## config.mk

```make
export PLATFORM = sky130hd
export DESIGN_NAME = load_store_lane_fmt
export DESIGN_NICKNAME = d
export VERILOG_FILES = /design/src/rtl/lsl_fmt_pkg.sv /design/src/rtl/lsl_load_align.sv /design/src/rtl/lsl_store_lanes.sv /design/src/rtl/load_store_lane_fmt.sv
export SDC_FILE = /design/constraint.sdc
export NUM_CORES = 1
export LEC_CHECK = 0
export ABC_AREA = 1
export BUFFER_PORTS_ARGS = -buffer_cell sky130_fd_sc_hd__buf_2
export CORE_MARGIN = 3
export CORE_UTILIZATION = 35
export DETAILED_ROUTE_END_ITERATION = 7
export MAX_ROUTING_LAYER = met4
export PLACE_DENSITY = 0.6
export RECOVER_POWER = 100
export SYNTH_ARGS = -nofsm -noshare
export SYNTH_HDL_FRONTEND = slang
export SYNTH_SLANG_ARGS = --single-unit
```

## constraint.sdc

```tcl
create_clock -name clk -period 0.8 [get_ports clk]
set_input_delay 0.08 -clock clk [delete_from_list [all_inputs] [get_ports clk]]
set_output_delay 0.08 -clock clk [all_outputs]
set_load 0.005 [all_outputs]
```

## src/rtl/lsl_fmt_pkg.sv

```systemverilog
package lsl_fmt_pkg;
    typedef enum logic [1:0] {
        ACC_BYTE = 2'b00,
        ACC_HALF = 2'b01,
        ACC_WORD = 2'b10,
        ACC_WIDE = 2'b11
    } acc_size_e;
endpackage

```

## src/rtl/lsl_load_align.sv

```systemverilog
module lsl_load_align
    import lsl_fmt_pkg::*;
#(
    parameter int DATA_W = 32,
    parameter int BYTE_W = 8
) (
    input  acc_size_e                          size,
    input  logic                               sgn,
    input  logic [$clog2(DATA_W/BYTE_W)-1:0]   ofs,
    input  logic [DATA_W-1:0]                  rdata,
    output logic [DATA_W-1:0]                  result
);
    localparam int LANES  = DATA_W / BYTE_W;
    localparam int OFS_W  = $clog2(LANES);
    localparam int HALF_W = 2 * BYTE_W;

    logic [DATA_W-1:0] rotated;
    logic [DATA_W-1:0] half_shift;
    logic [OFS_W-1:0]  half_ofs;
    logic [BYTE_W-1:0] byte_val;
    logic [HALF_W-1:0] half_val;

    // Rotate right so the addressed byte reaches the bottom lane.
    always_comb begin
        rotated = (rdata >> (int'(ofs) * BYTE_W))
                | (rdata << (DATA_W - int'(ofs) * BYTE_W));
        byte_val = rotated[BYTE_W-1:0];
    end

    // Halfword select ignores the lowest offset bit.
    always_comb begin
        half_ofs   = ofs & ~OFS_W'(1);
        half_shift = rdata >> (int'(half_ofs) * BYTE_W);
        half_val   = half_shift[HALF_W-1:0];
    end

    always_comb begin
        unique case (size)
            ACC_BYTE: result = {{(DATA_W-BYTE_W){sgn & byte_val[BYTE_W-1]}}, byte_val};
            ACC_HALF: result = {{(DATA_W-HALF_W){sgn & half_val[HALF_W-1]}}, half_val};
            default:  result = rotated;
        endcase
    end
endmodule

```

## src/rtl/lsl_store_lanes.sv

```systemverilog
module lsl_store_lanes
    import lsl_fmt_pkg::*;
#(
    parameter int DATA_W = 32,
    parameter int BYTE_W = 8
) (
    input  acc_size_e                          size,
    input  logic [$clog2(DATA_W/BYTE_W)-1:0]   ofs,
    input  logic [DATA_W-1:0]                  src,
    output logic [DATA_W-1:0]                  wdata,
    output logic [DATA_W/BYTE_W-1:0]           be
);
    localparam int LANES = DATA_W / BYTE_W;
    localparam int OFS_W = $clog2(LANES);

    for (genvar k = 0; k < LANES; k++) begin : g_lane
        always_comb begin
            unique case (size)
                ACC_BYTE: begin
                    wdata[k*BYTE_W +: BYTE_W] = src[BYTE_W-1:0];
                    be[k] = (ofs == OFS_W'(k));
                end
                ACC_HALF: begin
                    wdata[k*BYTE_W +: BYTE_W] = src[(k%2)*BYTE_W +: BYTE_W];
                    be[k] = ((ofs >> 1) == OFS_W'(k/2));
                end
                default: begin
                    wdata[k*BYTE_W +: BYTE_W] = src[k*BYTE_W +: BYTE_W];
                    be[k] = 1'b1;
                end
            endcase
        end
    end
endmodule

```

## src/rtl/load_store_lane_fmt.sv

```systemverilog
module load_store_lane_fmt
    import lsl_fmt_pkg::*;
#(
    parameter int DATA_W = 32,
    parameter int BYTE_W = 8
) (
    input  logic                               clk,
    input  logic                               rst_n,
    input  logic [1:0]                         acc_size,
    input  logic                               acc_signed,
    input  logic                               acc_store,
    input  logic [$clog2(DATA_W/BYTE_W)-1:0]   addr_lo,
    input  logic [DATA_W-1:0]                  mem_rdata,
    input  logic [DATA_W-1:0]                  st_src,
    output logic [DATA_W-1:0]                  ld_value,
    output logic [DATA_W-1:0]                  mem_wdata,
    output logic [DATA_W/BYTE_W-1:0]           mem_be
);
    localparam int LANES = DATA_W / BYTE_W;

    acc_size_e          size_in;
    logic [DATA_W-1:0]  ld_comb;
    logic [DATA_W-1:0]  st_comb;
    logic [LANES-1:0]   be_comb;

    acc_size_e          size_q;
    logic               sgn_q;
    logic               store_q;

    assign size_in = acc_size_e'(acc_size);

    lsl_load_align #(.DATA_W(DATA_W), .BYTE_W(BYTE_W)) u_load (
        .size   (size_in),
        .sgn    (acc_signed),
        .ofs    (addr_lo),
        .rdata  (mem_rdata),
        .result (ld_comb)
    );

    lsl_store_lanes #(.DATA_W(DATA_W), .BYTE_W(BYTE_W)) u_store (
        .size   (size_in),
        .ofs    (addr_lo),
        .src    (st_src),
        .wdata  (st_comb),
        .be     (be_comb)
    );

    // Output stage: one register per result, cleared by reset.
    always_ff @(posedge clk or negedge rst_n) begin
        if (!rst_n) begin
            ld_value  <= '0;
            mem_wdata <= '0;
            mem_be    <= '0;
            size_q    <= ACC_BYTE;
            sgn_q     <= 1'b0;
            store_q   <= 1'b0;
        end else begin
            ld_value  <= acc_store ? '0 : ld_comb;
            mem_wdata <= acc_store ? st_comb : '0;
            mem_be    <= acc_store ? be_comb : '0;
            size_q    <= size_in;
            sgn_q     <= acc_signed;
            store_q   <= acc_store;
        end
    end

    AST_LOAD_NO_STROBE: assert property (@(posedge clk) disable iff (!rst_n)
        !store_q |-> (mem_be == '0 && mem_wdata == '0));
    AST_STORE_NO_LOAD: assert property (@(posedge clk) disable iff (!rst_n)
        store_q |-> ld_value == '0);
    AST_BYTE_ONE_LANE: assert property (@(posedge clk) disable iff (!rst_n)
        (store_q && size_q == ACC_BYTE) |-> $countones(mem_be) == 1);
    AST_HALF_PAIR: assert property (@(posedge clk) disable iff (!rst_n)
        (store_q && size_q == ACC_HALF) |-> (mem_be == 4'b0011 || mem_be == 4'b1100));
    AST_WORD_ALL_LANES: assert property (@(posedge clk) disable iff (!rst_n)
        (store_q && (size_q == ACC_WORD || size_q == ACC_WIDE)) |-> mem_be == '1);
    AST_UBYTE_HIGH_ZERO: assert property (@(posedge clk) disable iff (!rst_n)
        (!store_q && size_q == ACC_BYTE && !sgn_q) |-> ld_value[DATA_W-1:BYTE_W] == '0);
    AST_SBYTE_EXTEND: assert property (@(posedge clk) disable iff (!rst_n)
        (!store_q && size_q == ACC_BYTE && sgn_q) |->
        (ld_value[DATA_W-1:BYTE_W] == '0 || ld_value[DATA_W-1:BYTE_W-1] == '1));
    AST_BYTE_REPLICATE: assert property (@(posedge clk) disable iff (!rst_n)
        (store_q && size_q == ACC_BYTE) |->
        mem_wdata == {LANES{mem_wdata[BYTE_W-1:0]}});
endmodule

```

=== Word-level counts from Yosys, hierarchy flattened ===
Index checks and enable logic that the tools add are counted.

* Flip-flop bits (word level): 68
* Word-level logic and storage cells: 29
* Bits of input ports: 72

* Equality and inequality tests: 4
* $add $sub $neg: 1
* Shifts and indexed selects: 3
* Bitwise logic cells: 3
* Mux-type cells: 11
* Reductions and logical operators: 4

{| class="wikitable"
|+ Operators with widths
! operator !! count
|-
| 32-bit two-way mux || 2
|-
| 32-bit case mux with 2 select lines || 1
|-
| 32-bit OR || 1
|-
| 32-bit by 32-bit left shift with 32-bit output || 1
|-
| 32-bit by 5-bit right shift with 16-bit output || 1
|-
| 32-bit by 5-bit right shift with 32-bit output || 1
|-
| 8-bit two-way mux || 2
|-
| 8-bit case mux with 2 select lines || 1
|-
| 1-bit case mux with 2 select lines || 4
|-
| 6-bit by 5-bit subtractor with 7-bit output, first input constant || 1
|-
| 2-bit zero test || 3
|-
| 2-bit by 1-bit == test with 1-bit output, second input constant || 2
|-
| 2-bit == test, second input constant || 2
|-
| 4-bit two-way mux || 1
|-
| 1-bit AND || 2
|-
| 2-bit OR reduction || 1
|}

=== Longest topological paths before layout ===
* Depth after elaboration: 6
* Gate-level depth with buffers: 12
* Gate-level depth less buffers: 9

=== Hierarchy ===
Synthesis repeated with hierarchy kept, for this count alone.

* Cell total of the unflattened synthesis: 700
* Area total of the unflattened synthesis: 4,679.5 µm²

{| class="wikitable"
|+ Modules (own cells, without submodules)
! module !! sequential area each (µm²) !! cells each !! instances !! area each (µm²)
|-
| load_store_lane_fmt || 1,701.6 || 212 || 1 || 2,270.9
|-
| lsl_load_align || 0.0 || 390 || 1 || 1,849.3
|-
| lsl_store_lanes || 0.0 || 98 || 1 || 559.3
|}

=== Worst setup path before layout ===
No wires, ideal clock.

* Kind: in2reg
* From: in addr_lo[1]
* To: reg ld_value[26]
* Setup slack: -0.914 ns
* Arrival time: 1.643 ns
* Buffers on the path: 4
* Cell stages on the path: 11
* Setup time: 0.071 ns
* Path through: buf_2 -> inv_2 -> buf_4 -> buf_4 -> ha_1 -> o21ai_2 -> nand2_1 -> nand2_2 -> a21oi_4 -> buf_6 -> nor2_1

* Cells in the longest elaborated chain, start to end: 6

{| class="wikitable"
|+ Ends and longest elaborated chain
! item !! line !! text
|-
| from (decl) || load_store_lane_fmt.sv:12 || <nowiki>input logic [$clog2(DATA_W/BYTE_W)-1:0] addr_lo,</nowiki>
|-
| 6-bit by 5-bit subtractor with 7-bit output || lsl_load_align.sv:26 || <nowiki>| (rdata << (DATA_W - int'(ofs) * BYTE_W));</nowiki>
|-
| 32-bit by 32-bit left shift with 32-bit output || lsl_load_align.sv:26 ||
|-
| 32-bit OR || lsl_load_align.sv:26 ||
|-
| 1-bit AND || lsl_load_align.sv:39 || <nowiki>ACC_BYTE: result = {{(DATA_W-BYTE_W){sgn & byte_val[BYTE_W-1]}}, byte_val};</nowiki>
|-
| 32-bit case mux with 2 select lines * || lsl_load_align.sv:38 || <nowiki>unique case (size)</nowiki>
|-
| 32-bit two-way mux * || load_store_lane_fmt.sv:58 || <nowiki>ld_value <= acc_store ? '0 : ld_comb;</nowiki>
|-
| to (signal assigned) || load_store_lane_fmt.sv:58 ||
|-
| to (decl) || load_store_lane_fmt.sv:15 || <nowiki>output logic [DATA_W-1:0] ld_value,</nowiki>
|}

Every way passes the cells marked *; elsewhere a longest branch is shown, timed or not.

=== Worst setup path after layout ===
* From: in addr_lo[1]
* To: reg ld_value[20]

The elaborated chain is that of the path after synthesis.

==> out/metrics.yaml <==
status: "complete, but fails checks"
violations: "setup timing"
die_w_um: 115
synth_area_um2: 4170
pre_cts_slack_ps: -598
die_y_um: 115
pin_count: 140
worstSetupPathType: "input pin to flip-flop"
cts.clk_slew.worst_paths_ps: 60
hold_path_class: "input pin to flip-flop"
layout_common_cells: "nand2_1 (209), buf_2 (130), inv_1 (70)"
synthesis.nets: 697
rsz0062_at_grt: "true"
num_rows: 39
place_inst: 912
dr_total_vias: 4761
core-area_um2: 11500
cp_max_fo: 16
maxSlewHeadroom_pct: 69.4
place_congestion: 0.878
track_usage_pct: 22.8
avgSynthCellArea_um2: 6.71
max_freq_mhz: 1020
die-area_um2: 13300
routed_wl_um: 14500
fin_nets: 875
port_buffers: 139
synth-seq-cells: 68
fin_ws_ps: -185
seqCellArea_um2: 1700
switchingPower_uw: 3000
grt_max_degree: 50
hpwlAfterDp_um: 10600
overflow: 0
clock_sinks: 68
clock_path_buffers: 2
p_int_uw: 7120
final_common_cell: "nand2_1"
seq_area_frac_synth_pct: 40.8
cts_inserted_buffers: 9
grt_pass1_wl_um: 23200
switching_share_pct: 29.6
crit_arrival_ps: 1240
ant_nets: 0
power.share.clock_pct: 39.0
multiInputGateArea_um2: 2110
p_per_area_nw_per_um2: 1710
crit_path_start_kind: "input pin"
max-cap-violations: 0
drt_iter0_drc: 320
wire_per_inst_um: 15.3
antenna_found_initial: 0
num_antenna_cells: 0
htree_num_levels: 3
p_seq_share_pct: 37.0
drc: 0
synthDistinctLibCells: 22
start_util_pct: 36.2
drive_above_1_share_pct: 29.1
yosys_warnings: 0
synthCells: 621
worstPathRequired_ps: 1060
vias_per_cell: 5.03
layoutNonFillerInstCount: 947
setup_viol: 110
pwr-share-comb_pct: 24.0
p_leak_uw: 0.00339
root_buffer: "clkbuf_16"
cts_tree: "done"
grt_pass1_vias: 4744
report.final.hold_viol_count: 0
tightest_slew_ps: 459
fillers: 1161
layout_min_cycle_time_ps: 985
slew_viol_final: 0
min_period_over_period_pct: 123
vdd_drop_max_uv: 767
drtPass1Iterations: 5
area_delta_synth_final_pct: 41.8
end_kind: "flip-flop"
[per-layer routing]
metal  wire length (um)  up-vias  track usage [%]
li1                   -     2300                -
met1               6180     2230             27.8
met2               6980      197             37.6
met3                843       34             3.79
met4                452        0             9.23
met5                  0        -                -
[cells by family (layout without fill, tap and decap cells)]
group                      after synthesis  in the layout  synth area share, %
adders and majority gates                4              4                 1.20
DFF                                     68             68                 40.8
AOI/OAI and AO/OA                       80             80                 10.8
and+or+nand+nor                        357            357                 35.5
buffers and inverters                  112            295                 11.7
[stage by stage]
step / utilization [%] / total power, uW / setup TNS (ps) / area (um^2) / hold WS (ps)
2_1_floorplan: - / 4980 / -20060 / 4240 / -216
3_3_place_gp: 46.0 / 6000 / -21150 / 5300 / 99.6
3_5_place_dp: 46.0 / 6030 / -22320 / 5300 / 106
4_1_cts: 51.6 / 10300 / -11750 / 5940 / 4.91
5_1_grt: 51.3 / 10700 / -18050 / 5910 / 20.3
6_report: 51.3 / 10100 / -11240 / 5910 / 8.63
[area by class of cell]
type                       count  share of cell area, %
timing repair buffer         204                   22.6
sequential                    68                   28.8
clock inverter                 6                   1.08
inverter                      75                   4.91
tap                          143                   3.03
clock buffer                  10                   3.87
multi-input combinational    441                   35.7
[cell usage after synthesis]
master	count	area, um^2
nand3b_1	7	52.6
o21ai_0	14	70.1
inv_1	71	267
nand2_2	4	25.0
nand2_1	217	815
nor2_1	58	218
clkbuf_1	6	22.5
buf_4	9	67.6
buf_6	1	11.3
buf_1	1	3.75
a21oi_1	50	250
buf_2	20	100
dfrtp_1	68	1700
o211ai_1	13	97.6
o21ai_2	1	8.76
ha_1	4	50.1
nor2_2	2	12.5
nor2_4	2	22.5
nand3_1	67	335
a21oi_4	1	16.3
inv_2	4	15.0
a31oi_1	1	6.26
[critical path, stage by stage]
cell     delay, ps
buf_8          100
inv_6           50
ha_4           210
buf_6          120
o21ai_4        160
nand2_2         90
nand2_4        110
a21oi_4         70
buf_12         160
nor2_1          90
[timing repair]
item | in CTS | in global routing
buffers inserted | 3 | 0
pin swaps | 6 | 3
endpoints found under the setup margin | 100 | 101
endpoints found under the hold margin | 83 | 0
resized for setup | 28 | 15
hold buffers | 16 | 0
gates cloned | 2 | 0
[path summary, 6_finish.rpt]
kind	startpoint	to	slack, ps	depth (start not counted)
worst max-delay path	addr_lo[1]	ld_value[20]	-180	10
min in group asynchronous	rst_n	mem_wdata[9]	380	3
max in group asynchronous	rst_n	ld_value[12]	90	3
worst min-delay path	st_src[16]	mem_wdata[16]	9	3
[power groups by stage]
stage	Combinational, uW	Clock, uW	Sequential [uW]
finish	2430	3940	3750
global route	2710	4180	3770
CTS	2490	4040	3750
detailed placement	2230	0	3800
global placement	2190	0	3810
floorplan	1150	0	3830
[registers in the layout (all words and copies together) (netlist names)]
| register | flops |
|---|---|
| ld_value | 32 |
| mem_be | 4 |
| mem_wdata | 32 |
Power figures use the tool's default switching activity.
